<file path="config.mk">
export PLATFORM = sky130hd
export DESIGN_NAME = offtime_chopper
export DESIGN_NICKNAME = d
export VERILOG_FILES = /design/src/rtl/chop_pkg.sv /design/src/rtl/chop_phase_cnt.sv /design/src/rtl/chop_decay_split.sv /design/src/rtl/chop_ctrl.sv /design/src/rtl/offtime_chopper.sv
export SDC_FILE = /design/constraint.sdc
export NUM_CORES = 1
export LEC_CHECK = 0
export ABC_AREA = 1
export BUFFER_PORTS_ARGS = -buffer_cell sky130_fd_sc_hd__buf_2
export CORE_MARGIN = 4
export CORE_UTILIZATION = 55
export CTS_CLUSTER_SIZE = 30
export DETAILED_ROUTE_END_ITERATION = 10
export PLACE_DENSITY = 0.71
export SYNTH_ARGS = -nofsm -noshare
export SYNTH_HDL_FRONTEND = slang
export SYNTH_SLANG_ARGS = --single-unit
</file>
<file path="constraint.sdc">
create_clock -name clk -period 4.4 [get_ports clk]
set_clock_uncertainty 0.05 [all_clocks]
set_input_delay 0.44 -clock clk [delete_from_list [all_inputs] [get_ports clk]]
set_output_delay 0.44 -clock clk [all_outputs]
set_load 0.03 [all_outputs]
</file>
<file path="src/rtl/chop_pkg.sv">
package chop_pkg;

  typedef enum logic [2:0] {
    ST_IDLE  = 3'd0,
    ST_BLANK = 3'd1,
    ST_DRIVE = 3'd2,
    ST_FAST  = 3'd3,
    ST_SLOW  = 3'd4
  } chop_state_e;

  typedef struct packed {
    logic drive;
    logic fast;
    logic slow;
    logic blank;
  } bridge_cmd_t;

  function automatic bridge_cmd_t cmd_of(chop_state_e s);
    bridge_cmd_t c;
    c = '0;
    case (s)
      ST_BLANK: begin
        c.drive = 1'b1;
        c.blank = 1'b1;
      end
      ST_DRIVE: c.drive = 1'b1;
      ST_FAST:  c.fast  = 1'b1;
      ST_SLOW:  c.slow  = 1'b1;
      default:  c = '0;
    endcase
    return c;
  endfunction

endpackage

</file>
<file path="src/rtl/chop_phase_cnt.sv">
module chop_phase_cnt #(
  parameter int W = 8
) (
  input  logic         clk,
  input  logic         rst,
  input  logic         load,
  input  logic [W-1:0] load_val,
  output logic         cnt_zero
);

  logic [W-1:0] cnt_q;

  always_ff @(posedge clk) begin
    if (rst) begin
      cnt_q <= '0;
    end else if (load) begin
      cnt_q <= load_val;
    end else if (cnt_q != '0) begin
      cnt_q <= cnt_q - W'(1);
    end
  end

  assign cnt_zero = (cnt_q == '0);

endmodule

</file>
<file path="src/rtl/chop_decay_split.sv">
module chop_decay_split #(
  parameter int W = 10
) (
  input  logic [W-1:0] len_req,
  input  logic         mixed,
  output logic [W-1:0] fast_len,
  output logic [W-1:0] slow_len
);

  localparam int PW = W + 3;

  logic [W-1:0]  n_eff;
  logic [PW-1:0] n_wide;
  logic [PW-1:0] prod;

  always_comb begin
    n_eff    = (len_req == '0) ? W'(1) : len_req;
    n_wide   = {3'b000, n_eff};
    prod     = (n_wide << 2) + n_wide;
    fast_len = mixed ? W'(prod >> 4) : '0;
    slow_len = n_eff - fast_len;
  end

endmodule

</file>
<file path="src/rtl/chop_ctrl.sv">
module chop_ctrl
  import chop_pkg::*;
#(
  parameter int W     = 10,
  parameter int BLK_W = 3
) (
  input  logic         clk,
  input  logic         rst,
  input  logic         en,
  input  logic         trip,
  input  logic [W-1:0] fast_len,
  input  logic [W-1:0] slow_len,
  input  logic         blank_zero,
  input  logic         off_zero,
  output logic         blank_load,
  output logic         off_load,
  output logic [W-1:0] off_val,
  output bridge_cmd_t  cmd
);

  chop_state_e st_q, st_d;
  logic [W-1:0] slow_hold_q, slow_hold_d;

  always_comb begin
    st_d        = st_q;
    slow_hold_d = slow_hold_q;
    blank_load  = 1'b0;
    off_load    = 1'b0;
    off_val     = '0;
    case (st_q)
      ST_IDLE: begin
        if (en) begin
          st_d       = ST_BLANK;
          blank_load = 1'b1;
        end
      end
      ST_BLANK: begin
        if (!en)            st_d = ST_IDLE;
        else if (blank_zero) st_d = ST_DRIVE;
      end
      ST_DRIVE: begin
        if (!en) begin
          st_d = ST_IDLE;
        end else if (trip) begin
          off_load    = 1'b1;
          slow_hold_d = slow_len;
          if (fast_len != '0) begin
            st_d    = ST_FAST;
            off_val = fast_len - W'(1);
          end else begin
            st_d    = ST_SLOW;
            off_val = slow_len - W'(1);
          end
        end
      end
      ST_FAST: begin
        if (!en) begin
          st_d = ST_IDLE;
        end else if (off_zero) begin
          st_d     = ST_SLOW;
          off_load = 1'b1;
          off_val  = slow_hold_q - W'(1);
        end
      end
      ST_SLOW: begin
        if (!en) begin
          st_d = ST_IDLE;
        end else if (off_zero) begin
          st_d       = ST_BLANK;
          blank_load = 1'b1;
        end
      end
      default: st_d = ST_IDLE;
    endcase
  end

  always_ff @(posedge clk) begin
    if (rst) begin
      st_q        <= ST_IDLE;
      slow_hold_q <= '0;
      cmd         <= '0;
    end else begin
      st_q        <= st_d;
      slow_hold_q <= slow_hold_d;
      cmd         <= cmd_of(st_d);
    end
  end

endmodule

</file>
<file path="src/rtl/offtime_chopper.sv">
module offtime_chopper
  import chop_pkg::*;
#(
  parameter int OFF_W     = 10,
  parameter int BLANK_CYC = 6
) (
  input  logic             clk,
  input  logic             rst,
  input  logic             en,
  input  logic             trip,
  input  logic             mix_req,
  input  logic             auto_mix,
  input  logic [OFF_W-1:0] off_cycles,
  output logic             drive_on,
  output logic             fast_on,
  output logic             slow_on,
  output logic             blank_act
);

  localparam int BLK_W = $clog2(BLANK_CYC + 1);
  localparam logic [BLK_W-1:0] BLK_LOAD = BLK_W'(BLANK_CYC - 1);

  logic             mixed_eff;
  logic [OFF_W-1:0] fast_len, slow_len, off_val;
  logic             blank_load, off_load, blank_zero, off_zero;
  bridge_cmd_t      cmd;

  assign mixed_eff = mix_req | auto_mix;

  chop_decay_split #(.W(OFF_W)) u_split (
    .len_req  (off_cycles),
    .mixed    (mixed_eff),
    .fast_len (fast_len),
    .slow_len (slow_len)
  );

  chop_phase_cnt #(.W(BLK_W)) u_blank_cnt (
    .clk      (clk),
    .rst      (rst),
    .load     (blank_load),
    .load_val (BLK_LOAD),
    .cnt_zero (blank_zero)
  );

  chop_phase_cnt #(.W(OFF_W)) u_off_cnt (
    .clk      (clk),
    .rst      (rst),
    .load     (off_load),
    .load_val (off_val),
    .cnt_zero (off_zero)
  );

  chop_ctrl #(.W(OFF_W), .BLK_W(BLK_W)) u_ctrl (
    .clk        (clk),
    .rst        (rst),
    .en         (en),
    .trip       (trip),
    .fast_len   (fast_len),
    .slow_len   (slow_len),
    .blank_zero (blank_zero),
    .off_zero   (off_zero),
    .blank_load (blank_load),
    .off_load   (off_load),
    .off_val    (off_val),
    .cmd        (cmd)
  );

  assign drive_on  = cmd.drive;
  assign fast_on   = cmd.fast;
  assign slow_on   = cmd.slow;
  assign blank_act = cmd.blank;

endmodule

</file>
==> results by group <==
Critical path
  – Slowest cell on crit path: ha_1
  – Kind of critical path: input port to flop
  – WP buf/inv: 3
  – CP peak stage delay: around 0.4 ns
  – Worst R2R End: u_off_cnt.cnt_q[6]$_SDFFE_PP0P_
  – Startpoint Class: input port
  – Setup crit end kind: flop
  – Crit path cell chain: buf_2 > ha_1 > a21oi_1 > inv_1 > a21oi_1 > nand2_1 > nand2_1 > nand3_2 > ha_1 > a21oi_1 > nor2_1 > nor2_1 > nand3b_1 > nand2_1 > o21a_1 > nand3_1 > nor2_2 > xor2_1 > nand2_1 > nand3_1 > nand2_1 > inv_1
  – CP max FO: 5
  – RR Startpoint: u_off_cnt.cnt_q[0]$_SDFFE_PP0P_
  – Crit-path most repeated cell: nand2_1
  – WP depth: 22
  – Arrival time at the worst endpoint: between 3 and 4 ns
  – Worst path required time: between 4 and 5 ns
  – CP delay by family, top: simple AND/OR/NAND/NOR gates
  – Worst R2R Setup Slack: about 1.4 ns
  – Number of cells on the worst reg-to-reg path: 16

Yosys
  – Top FF cell, synth: dfxtp_1
  – Synth Cell Area: 3210 um^2
  – Largest family of logic cells by synthesized area: simple AND/OR/NAND/NOR gates
  – Top cells by area, synth: dfxtp_1, nand2_1, inv_1
  – Net Count, Synth: around 570
  – Yosys top cell by area: dfxtp_1
  – Post-Synth Adder-Cell Area: between 7 and 8%
  – Top cells by count, synth: nand2_1, inv_1, nor2_1, nand3_1, dfxtp_1
  – Post-synth EDFFs: 0
  – Post-Syn Instances: ~530
  – Complex-gate fraction of the synthesized area: 12.4%
  – Average cell area after synthesis: 6.07 um^2
  – Seq/Total Area, Yosys: 18.7%
  – Count leader, synth: nand2_1
  – Async SR Flop Fraction: 0%
  – Mux share of post-synthesis cell area: 0%
  – Flops & latches, synth: 30
  – Xor and xnor area share after synthesis: approximately 4.4%
  – Simple-Gate Fraction of Synth Area: between 40 and 50%
  – Yosys top cell area share: between 10% and 20%
  – Count of different cell masters after synthesis: 42
  – Yosys warnings: 0

Global route
  – Initial antenna violation count: 0
  – First-pass GRT wire length: between 10 and 15 mm
  – Largest net degree at the start of global routing: 24
  – Number of global-route vias before repair: 2,984
  – Global route overflow: 0
  – Gr usage total: between 20% and 30%

Hold path
  – Hold Crit Depth: 2
  – Endpoint, Worst Hold: u_ctrl.slow_hold_q[1]$_SDFFE_PP0P_
  – Hold path start: u_ctrl.slow_hold_q[1]$_SDFFE_PP0P_
  – Worst Hold Class: flop to flop

CTS
  – Cts bufs inserted: 5
  – CTS tree: built
  – Worst skew pair latency: between 0.2 and 0.3 ns
  – Maximum root-to-sink buffer count: 2
  – Setup Buffers After CTS: 0
  – CTS sink cnt: 30
  – Root Driver: clkbuf_8
  – Reg clk slew, reported paths: approximately 0.07 ns
  – Resize count post-CTS: 0
  – Cts hold-fix bufs: 0
  – # H-tree levels: 2

Die
  – Core ar.: ~5600 um^2
  – Starting Density: between 50% and 60%
  – Chip width: 84.4 um
  – Area of the die: 7120 um^2
  – Die height: about 84 um
  – Ports: 20
  – Rows: 27

Layout
  – Final net count: 580
  – Antenna fix cells: 0
  – Util after Layout: between 60% and 70%
  – Post-route non-filler standard cell count: ~620
  – Fillcell total: ~570
  – Share of post-route cells with drive strength above 1: between 10% and 20%
  – Synth-to-layout area growth: 7.41%

Timing
  – Max-slew violations: 0
  – Relative slew slack: between 50% and 60%
  – Max frequency: between 200 and 300 MHz
  – Period utilisation layout: 81.2%
  – RSZ-0062 raised after global routing: false
  – Measured slew at the worst slew-check pin: 0.619 ns
  – Final Setup Violations: 0
  – Tmin final: between 3 and 4 ns
  – TNS Setup: 0 ns
  – Hold Vio Cnt, Final: 0

Place
  – Placer congestion estimate: about 0.97
  – DP HPWL: approximately 6.6 mm
  – Inst Count DP: approximately 610
  – # port buffers: 19

Power
  – VDD IR max: around 0.00024 V
  – LEAKAGE: 0.00188 uW
  – Pwr/cell area: between 300 and 400 nW/um^2

Detailed routing
  – Vias: roughly 3,300
  – Post-Route WL: a little under 8 mm
  – WL/cell: roughly 13 um
  – Vias/cell: 5.31
  – Antenna-violating nets left: 0
  – DR iter-0 viols: about 170
  – Post-route DRC: 0
  – Pre-antenna DRT Iters: 4

Job
  – Max-cap violation count: 0

Run status
  – Status: finished clean
-- registers in the layout (all words and copies together) (netlist names) --
name	flops
u_ctrl.cmd	4
u_blank_cnt.cnt_q	3
u_ctrl.slow_hold_q	10
u_ctrl.st_q	3
u_off_cnt.cnt_q	10
-- cell type report --
class	count	area [um^2]	share of cell area [%]
multi-input cells	391	2200	63.9
flip-flops and latches	30	601	17.4
inverters	97	364	10.6
repair buffers	19	95.1	2.76
well taps	72	90.1	2.61
clock buffers	6	82.6	2.40
clock inverters	2	12.5	0.363
-- stage by stage --
step	hold WS, ns	setup slack, ns	area (um^2)	power (uW)
after floorplan	0.398	1.20	3210	873
after global placement	0.416	0.623	3350	1000
after detailed placement	0.426	0.597	3350	1010
after CTS	0.435	0.870	3450	1250
after global routing	0.457	0.450	3450	1370
final	0.438	0.827	3450	1250
-- metal layers --
layer / global-route usage (%) / share of wire [%]
met5: 0 / 0
met4: 4.17 / 1.3
met3: 4.51 / 5.0
met2: 35.4 / 42
met1: 34.0 / 52
-- worst register-to-register path, stage by stage, from the launching register on --
cell,delay (ns)
dfxtp_1,0.31
inv_1,0.12
ha_1,0.18
inv_1,0.04
nor2_1,0.16
nand4_1,0.15
nor2_1,0.15
inv_1,0.08
nor3_1,0.18
nand2_1,0.16
inv_1,0.16
nand2_1,0.22
nand2_1,0.26
nor2_1,0.11
nor2_1,0.43
o21ai_1,0.14
inv_1,0.07
-- power breakdown --
group          switching (uW)  leakage, uW  internal (uW)
clock network             109    0.0000472            126
registers                25.6     0.000245            316
logic                     434      0.00159            240
total                     568      0.00188            682
-- cell usage in the layout, fill, tap and decap left out, types with 14 or more instances in the layout --
cell type	netlist	layout
nand2_1	131	131
inv_1	93	93
nor2_1	52	52
nand3_1	32	32
dfxtp_1	30	30
a21oi_1	22	22
ha_1	20	20
buf_2	1	19
nand2_2	14	14
-- worst max-delay path by stage --
stage | start | endpoint
2_1_floorplan | off_cycles[4] | u_off_cnt.cnt_q[7]$_SDFFE_PP0P_
3_3_place_gp | off_cycles[4] | u_off_cnt.cnt_q[7]$_SDFFE_PP0P_
3_5_place_dp | off_cycles[4] | u_off_cnt.cnt_q[7]$_SDFFE_PP0P_
4_1_cts | off_cycles[4] | u_off_cnt.cnt_q[7]$_SDFFE_PP0P_
5_1_grt | off_cycles[4] | u_off_cnt.cnt_q[7]$_SDFFE_PP0P_
6_report | off_cycles[4] | u_off_cnt.cnt_q[7]$_SDFFE_PP0P_
-- cell families after synthesis --
| kind of cell | count (synthesis) |
|---|---|
| compound gates | 66 |
| xor+xnor | 16 |
| fa+ha+maj | 20 |
| simple gates | 289 |
| flops | 30 |
| buf+inv | 108 |
(Power assumes the default switching activity.)
